`src/rtl/rs_pkg.sv`:
```
package rs_pkg;
  typedef enum logic [1:0] {
    OP_ADD = 2'd0,
    OP_SUB = 2'd1,
    OP_MUL = 2'd2,
    OP_DIV = 2'd3
  } rs_op_e;

  function automatic logic is_mul_class(rs_op_e op);
    return (op == OP_MUL) || (op == OP_DIV);
  endfunction
endpackage

```
`src/rtl/rs_alloc.sv`:
```
module rs_alloc #(
  parameter int N_ENT = 5,
  parameter int N_ADD = 3,
  parameter int TAG_W = 3
) (
  input  logic [N_ENT-1:0] busy_i,
  input  logic             mul_cls_i,
  output logic             free_o,
  output logic [N_ENT-1:0] sel_o,
  output logic [TAG_W-1:0] tag_o
);
  always_comb begin
    sel_o  = '0;
    free_o = 1'b0;
    tag_o  = '0;
    for (int i = 0; i < N_ENT; i++) begin
      if (((mul_cls_i && i >= N_ADD) || (!mul_cls_i && i < N_ADD)) && !busy_i[i] && !free_o) begin
        sel_o[i] = 1'b1;
        free_o   = 1'b1;
        tag_o    = TAG_W'(i + 1);
      end
    end
  end
endmodule

```
`src/rtl/rs_arb.sv`:
```
module rs_arb #(
  parameter int N_ENT = 5
) (
  input  logic             clk_i,
  input  logic             rst_ni,
  input  logic [N_ENT-1:0] req_i,
  output logic [N_ENT-1:0] grant_o
);
  always_comb begin
    grant_o = '0;
    for (int i = 0; i < N_ENT; i++) begin
      if (req_i[i] && grant_o == '0) grant_o[i] = 1'b1;
    end
  end

  AST_ONE_GRANT: assert property (@(posedge clk_i) disable iff (!rst_ni)
    $onehot0(grant_o)) else $error("multiple grants");
  AST_GRANT_REQ: assert property (@(posedge clk_i) disable iff (!rst_ni)
    (req_i != '0) |-> (grant_o != '0)) else $error("request left idle");
endmodule

```
`src/rtl/rs_entry.sv`:
```
module rs_entry
  import rs_pkg::*;
#(
  parameter int DATA_W  = 16,
  parameter int TAG_W   = 3,
  parameter int CNT_W   = 6,
  parameter int LAT_ADD = 2,
  parameter int LAT_MUL = 10,
  parameter int LAT_DIV = 40
) (
  input  logic              clk_i,
  input  logic              rst_ni,
  input  logic              alloc_i,
  input  rs_op_e            op_i,
  input  logic [DATA_W-1:0] vj_i,
  input  logic [TAG_W-1:0]  qj_i,
  input  logic [DATA_W-1:0] vk_i,
  input  logic [TAG_W-1:0]  qk_i,
  input  logic              cdb_valid_i,
  input  logic [TAG_W-1:0]  cdb_tag_i,
  input  logic [DATA_W-1:0] cdb_data_i,
  input  logic              grant_i,
  output logic              busy_o,
  output logic              done_o,
  output logic [DATA_W-1:0] result_o
);
  rs_op_e            op_q;
  logic [DATA_W-1:0] vj_q, vk_q, res_q;
  logic [TAG_W-1:0]  qj_q, qk_q;
  logic [CNT_W-1:0]  cnt_q;
  logic              busy_q, done_q;

  // issue-time bypass from the bus
  logic              byp_j, byp_k;
  logic [DATA_W-1:0] vj_in, vk_in;
  logic [TAG_W-1:0]  qj_in, qk_in;
  logic              hit_j, hit_k, ready;

  assign byp_j = cdb_valid_i && (qj_i != '0) && (qj_i == cdb_tag_i);
  assign byp_k = cdb_valid_i && (qk_i != '0) && (qk_i == cdb_tag_i);
  assign vj_in = byp_j ? cdb_data_i : vj_i;
  assign vk_in = byp_k ? cdb_data_i : vk_i;
  assign qj_in = byp_j ? '0 : qj_i;
  assign qk_in = byp_k ? '0 : qk_i;

  assign hit_j = cdb_valid_i && (qj_q != '0) && (qj_q == cdb_tag_i);
  assign hit_k = cdb_valid_i && (qk_q != '0) && (qk_q == cdb_tag_i);
  assign ready = (qj_q == '0) && (qk_q == '0);

  function automatic logic [CNT_W-1:0] lat_of(rs_op_e op);
    case (op)
      OP_MUL:  return CNT_W'(LAT_MUL);
      OP_DIV:  return CNT_W'(LAT_DIV);
      default: return CNT_W'(LAT_ADD);
    endcase
  endfunction

  function automatic logic [DATA_W-1:0] calc(rs_op_e op, logic [DATA_W-1:0] a, logic [DATA_W-1:0] b);
    case (op)
      OP_ADD:  return a + b;
      OP_SUB:  return a - b;
      OP_MUL:  return a * b;
      default: return (b == '0) ? '1 : a / b;
    endcase
  endfunction

  always_ff @(posedge clk_i or negedge rst_ni) begin
    if (!rst_ni) begin
      op_q   <= OP_ADD;
      vj_q   <= '0;
      vk_q   <= '0;
      qj_q   <= '0;
      qk_q   <= '0;
      res_q  <= '0;
      cnt_q  <= '0;
      busy_q <= 1'b0;
      done_q <= 1'b0;
    end else if (alloc_i) begin
      op_q   <= op_i;
      vj_q   <= vj_in;
      vk_q   <= vk_in;
      qj_q   <= qj_in;
      qk_q   <= qk_in;
      cnt_q  <= lat_of(op_i);
      busy_q <= 1'b1;
      done_q <= 1'b0;
    end else if (busy_q) begin
      if (grant_i) begin
        busy_q <= 1'b0;
        done_q <= 1'b0;
      end else begin
        if (hit_j) begin
          vj_q <= cdb_data_i;
          qj_q <= '0;
        end
        if (hit_k) begin
          vk_q <= cdb_data_i;
          qk_q <= '0;
        end
        if (!done_q && ready) begin
          cnt_q <= cnt_q - 1'b1;
          if (cnt_q == CNT_W'(1)) begin
            done_q <= 1'b1;
            res_q  <= calc(op_q, vj_q, vk_q);
          end
        end
      end
    end
  end

  assign busy_o   = busy_q;
  assign done_o   = done_q;
  assign result_o = res_q;

  AST_ALLOC_FREE: assert property (@(posedge clk_i) disable iff (!rst_ni)
    alloc_i |-> !busy_q) else $error("alloc into busy entry");
  AST_WAIT_OPERAND: assert property (@(posedge clk_i) disable iff (!rst_ni)
    (busy_q && !done_q && !ready && !alloc_i) |=> !done_q) else $error("finished without operands");
  AST_GRANT_DONE: assert property (@(posedge clk_i) disable iff (!rst_ni)
    grant_i |-> (busy_q && done_q)) else $error("grant to unfinished entry");
  AST_HOLD_RESULT: assert property (@(posedge clk_i) disable iff (!rst_ni)
    (done_q && !grant_i) |=> (done_q && $stable(res_q))) else $error("loser lost result");
  AST_RELEASE: assert property (@(posedge clk_i) disable iff (!rst_ni)
    grant_i |=> !busy_q) else $error("entry not freed");
endmodule

```
`src/rtl/rs_pool.sv`:
```
module rs_pool
  import rs_pkg::*;
#(
  parameter int DATA_W  = 16,
  parameter int N_ADD   = 3,
  parameter int N_MUL   = 2,
  parameter int LAT_ADD = 2,
  parameter int LAT_MUL = 10,
  parameter int LAT_DIV = 40,
  localparam int N_ENT   = N_ADD + N_MUL,
  localparam int TAG_W   = $clog2(N_ENT + 1),
  localparam int LAT_MAX = (LAT_DIV > LAT_MUL) ? ((LAT_DIV > LAT_ADD) ? LAT_DIV : LAT_ADD)
                                               : ((LAT_MUL > LAT_ADD) ? LAT_MUL : LAT_ADD),
  localparam int CNT_W   = $clog2(LAT_MAX + 1)
) (
  input  logic              clk_i,
  input  logic              rst_ni,
  input  logic              issue_valid_i,
  input  logic [1:0]        issue_op_i,
  input  logic [DATA_W-1:0] issue_vj_i,
  input  logic [TAG_W-1:0]  issue_qj_i,
  input  logic [DATA_W-1:0] issue_vk_i,
  input  logic [TAG_W-1:0]  issue_qk_i,
  output logic              issue_ready_o,
  output logic [TAG_W-1:0]  issue_tag_o,
  output logic              cdb_valid_o,
  output logic [TAG_W-1:0]  cdb_tag_o,
  output logic [DATA_W-1:0] cdb_data_o
);
  rs_op_e            op;
  logic [N_ENT-1:0]  busy, done, grant, sel, alloc;
  logic [DATA_W-1:0] res [N_ENT];
  logic              free;

  assign op = rs_op_e'(issue_op_i);

  rs_alloc #(.N_ENT(N_ENT), .N_ADD(N_ADD), .TAG_W(TAG_W)) u_alloc (
    .busy_i    (busy),
    .mul_cls_i (is_mul_class(op)),
    .free_o    (free),
    .sel_o     (sel),
    .tag_o     (issue_tag_o)
  );

  assign issue_ready_o = free;
  assign alloc         = issue_valid_i ? sel : '0;

  rs_arb #(.N_ENT(N_ENT)) u_arb (
    .clk_i   (clk_i),
    .rst_ni  (rst_ni),
    .req_i   (done),
    .grant_o (grant)
  );

  always_comb begin
    cdb_valid_o = 1'b0;
    cdb_tag_o   = '0;
    cdb_data_o  = '0;
    for (int i = 0; i < N_ENT; i++) begin
      if (grant[i]) begin
        cdb_valid_o = 1'b1;
        cdb_tag_o   = TAG_W'(i + 1);
        cdb_data_o  = res[i];
      end
    end
  end

  for (genvar g = 0; g < N_ENT; g++) begin : g_ent
    rs_entry #(
      .DATA_W(DATA_W), .TAG_W(TAG_W), .CNT_W(CNT_W),
      .LAT_ADD(LAT_ADD), .LAT_MUL(LAT_MUL), .LAT_DIV(LAT_DIV)
    ) u_ent (
      .clk_i       (clk_i),
      .rst_ni      (rst_ni),
      .alloc_i     (alloc[g]),
      .op_i        (op),
      .vj_i        (issue_vj_i),
      .qj_i        (issue_qj_i),
      .vk_i        (issue_vk_i),
      .qk_i        (issue_qk_i),
      .cdb_valid_i (cdb_valid_o),
      .cdb_tag_i   (cdb_tag_o),
      .cdb_data_i  (cdb_data_o),
      .grant_i     (grant[g]),
      .busy_o      (busy[g]),
      .done_o      (done[g]),
      .result_o    (res[g])
    );
  end

  AST_BUS_TAG: assert property (@(posedge clk_i) disable iff (!rst_ni)
    cdb_valid_o |-> (cdb_tag_o != '0)) else $error("zero tag on bus");
  AST_FULL_STALL: assert property (@(posedge clk_i) disable iff (!rst_ni)
    (issue_valid_i && !issue_ready_o) |=> ($countones(busy) <= $countones($past(busy))))
    else $error("issue into full class");
endmodule

```
`config.mk`:
```
export PLATFORM = sky130hd
export DESIGN_NAME = rs_pool
export DESIGN_NICKNAME = d
export VERILOG_FILES = /design/src/rtl/rs_pkg.sv /design/src/rtl/rs_alloc.sv /design/src/rtl/rs_arb.sv /design/src/rtl/rs_entry.sv /design/src/rtl/rs_pool.sv
export SDC_FILE = /design/constraint.sdc
export NUM_CORES = 2
export LEC_CHECK = 0
export ABC_CLOCK_PERIOD_IN_PS = 41200
export BUFFER_PORTS_ARGS = -buffer_cell sky130_fd_sc_hd__buf_2
export CORE_MARGIN = 4
export CORE_UTILIZATION = 26
export DETAILED_ROUTE_END_ITERATION = 8
export PLACE_DENSITY_LB_ADDON = 0.3
export SETUP_SLACK_MARGIN = 0.2
export SLEW_MARGIN = 20
export SYNTH_ARGS = -nofsm -noshare
export SYNTH_HDL_FRONTEND = slang
export SYNTH_SLANG_ARGS = --single-unit
```
`constraint.sdc`:
```
create_clock -name clk_i -period 41.2 [get_ports clk_i]
set_clock_uncertainty 0.05 [all_clocks]
set_input_delay 4.12 -clock clk_i [delete_from_list [all_inputs] [get_ports clk_i]]
set_output_delay 4.12 -clock clk_i [all_outputs]
set_load 0.01 [all_outputs]
```
==> summary.md <==
| Metric | Value |
|---|---|
| Total CTS buffers | 38 |
| Critical-path maximum fanout | 22 |
| Worst Setup End Kind | register |
| H-tree Lvls | 2 |
| Initial Util | a little over a quarter |
| Die Span Y | 533 um |
| WL/cell | 22.0 um |
| Post-CTS Resized | 0 |
| First-pass GRT wire length | around 420000 um |
| RSZ-0062 raised after global routing | false |
| Share of cells above drive strength 1 | 7.55% |
| Hpwl dp | between 200000 and 250000 um |
| Maxcap violations | 0 |
| Most used cell along the critical path | ha_1 |
| Slew HR | about 11% |
| Routed wire length | around 280000 um |
| CP required | around 42 ns |
| Mapped Area | between 70000 and 80000 um^2 |
| Synth Warn # | 0 |
| Syn_area_per_cell | 7.74 um^2 |
| I/O pin cnt | 67 |
| Slew Viols, Final | 0 |
| Postcts setup bufs | 0 |
| TritonCTS clock tree | built |
| Fin crit period | ~34 ns |
| Sequential element share of the synthesized area | around 11% |
| Die area | around 280000 um^2 |
| Arrival time worst endpoint | approximately 34 ns |
| Largest buffer count on any clock path | 3 |
| Via Count | roughly 70000 |
| I/O Buffers | 66 |
| Hold-fix buffers at CTS | 0 |
| Worst Hold Path Cells | 2 |
| GRT Overall Usage | between 10% and 20% |
| CP Class | register to register |
| Nets | approximately 11000 |
| Drt drc | 0 |
| Placer Congestion | between 0.9 and 1 |
| Vias per inst | between 5 and 6 |
| CTS Sinks | 320 |
| Final Hold Fails | 0 |
| Post-DRT Antenna Nets | 0 |
| Ys async rst share | between 90% and 100% |
| Max stage delay on crit path | a little under 1 ns |
| Number of synthesized flops with an enable pin | 0 |
| Final setup viols | 0 |
| Drt first pass iters | 5 |
| Reg2Reg Depth | between 100 and 150 |
| Fill count | just under 30000 |
| Final period utilization | 82.3% |
| Synth Flop Type | dfrtp_1 |
| Setup_tns | 0 ns |
| Total grt overflow | 0 |
| Area growth syn-to-layout | 8.81% |
| Distinct cell type count after synthesis | 97 |
| Worst-Skew Late Latency | 0.58 ns |
| Initial DRC count | between 5000 and 6000 |
| Vias in the first global route | between 60000 and 70000 |
| Post-Syn Instances | slightly above 9000 |
| Hold WC Path Type | register to register |
| Initial antenna violation count | 24 |
| Row cnt | roughly 190 |
| Largest net degree at the start of global routing | 150 |
| Startpoint Class | register |
| Clock-pin slew on the worst setup and hold paths | 0.06 ns |
| Core Box Area | around 270000 um^2 |
| Fmax | ~0.029 GHz |
| Status | finished clean |
| Yosys reg bits | between 300 and 400 |
| Critical path's slowest cell | a2111oi_2 |
| Die Wd | around 530 um |
| CTS root buf | clkbuf_16 |
| Net Count, Synth | 10700 |
| Worst-Margin Slew | between 1 and 1.5 ns |
==> final cells by class <==
cell class,count,area [um^2],share of cell area [%]
multi-input cells,7650,59000,75.6
flip-flops and latches,320,8010,10.3
well taps,3589,4490,5.76
inverters,864,3240,4.16
repair buffers,284,2010,2.58
clock buffers,51,1050,1.35
clock inverters,19,195,0.250
diodes,8,20.0,0.0257
==> worst max-delay path, delay by kind of cell, from the launching register on <==
kind	cells	cell delay (ns)
adder cells (fa/ha/maj)	15	4.68
flip-flops	1	0.63
AO/OA/AOI/OAI	60	16.56
multiplexers	8	2.68
AND/OR/NAND/NOR	31	8.42
buffers and inverters	4	0.71
==> flip-flops by register name (all words and copies together), names as in the netlist <==
| register | count |
|---|---|
| g_ent.u_ent.busy_o | 5 |
| g_ent.u_ent.vk_q | 80 |
| g_ent.u_ent.done_o | 5 |
| g_ent.u_ent.qk_q | 15 |
| g_ent.u_ent.vj_q | 80 |
| g_ent.u_ent.cnt_q | 30 |
| g_ent.u_ent.qj_q | 15 |
| g_ent.u_ent.op_q | 10 |
| g_ent.u_ent.result_o | 80 |
==> cell usage after synthesis, types with 30 or more instances <==
cell type	number	share of area (%)
a31oi_1	82	0.72
nand4_1	50	0.44
a21oi_1	623	4.4
mux2i_1	48	0.67
o21ai_0	378	2.6
ha_1	1036	18
o211ai_1	116	1.2
and2_1	164	1.4
o31a_1	30	0.37
nor2_1	805	4.2
a21o_1	191	2.0
nor3_1	243	1.7
xor2_1	206	2.5
nor4_1	67	0.58
dfrtp_1	320	11
nor2b_1	89	0.78
clkbuf_1	400	2.1
nand2_1	921	4.8
xnor2_1	480	5.9
a221oi_1	33	0.40
nand3_1	175	1.2
or3_1	97	0.85
o31ai_1	74	0.78
o21a_1	201	2.1
o22ai_1	192	1.7
mux2_2	163	2.6
or2_2	85	0.74
and3_1	37	0.32
a211oi_1	45	0.47
o221ai_1	81	0.99
a21boi_0	48	0.50
nand2b_1	80	0.70
inv_1	849	4.4
fa_1	405	11
==> through the flow <==
step	hold slack, ns	instance area [um^2]	std cells	utilization, %	worst slack (ns)
finish	0.428	78000	12800	28.5	7.29
global route	0.465	78000	12800	28.5	4.68
CTS	0.430	77900	12800	28.4	7.00
detailed placement	0.417	76600	12700	28.0	7.17
global placement	0.413	76600	12700	28.0	7.26
floorplan	0.389	71700	9261	-	12.30
==> cells by family after synthesis <==
logic type / after synthesis / synth area share, %
muxes: 213 / 3.27
AOI/OAI and AO/OA: 2397 / 22.0
DFF: 320 / 11.2
buffers and inverters: 1291 / 6.82
xor gates and xnor gates: 686 / 8.38
and+or+nand+nor: 2913 / 19.0
adders and majority gates: 1441 / 29.4
==> routing by layer <==
layer	share of wire (%)	global-route usage, %
met3	5.9	1.85
met1	43	24.9
met5	0.015	0
met4	5.5	9.06
met2	46	31.4
==> placed cells by master (no fill, tap or decap), types with 50 or more instances in the layout <==
master and instances:
fa_1 405, buf_2 65, a31oi_1 82, nand2b_1 80, nand2_1 921, buf_4 216, o211ai_1 116, o21ai_0 378
a21oi_1 622, nor4_1 65, xnor2_1 480, nand4_1 50, a21o_1 191, o221ai_1 81, mux2_2 163, nor2_1 804
o31ai_1 71, ha_1 1036, o21a_1 201, and2_1 164, or2_2 85, xor2_1 206, nand3_1 175, nor3_1 241
dfrtp_1 320, or3_1 97, o22ai_1 191, inv_1 849, nor2b_1 89
==> final timing paths <==
| path | startpoint | to | slack [ns] |
|---|---|---|---|
| hold / removal | g_ent[0].u_ent.result_o[3] | g_ent[0].u_ent.result_o[3] | 0.43 |
| hold reg to reg | g_ent[0].u_ent.result_o[3] | g_ent[0].u_ent.result_o[3] | 0.43 |
| min in group asynchronous | rst_ni | g_ent[1].u_ent.result_o[1] | 3.57 |
| setup / recovery | g_ent[1].u_ent.vk_q[13] | g_ent[1].u_ent.result_o[0] | 7.29 |
| max in group asynchronous | rst_ni | g_ent[3].u_ent.result_o[0] | 35.51 |
| setup reg to reg | g_ent[1].u_ent.vk_q[13] | g_ent[1].u_ent.result_o[0] | 7.29 |
Power is not shown: default switching activity piles up to over one toggle a cycle in this logic, so the estimate is an artifact.
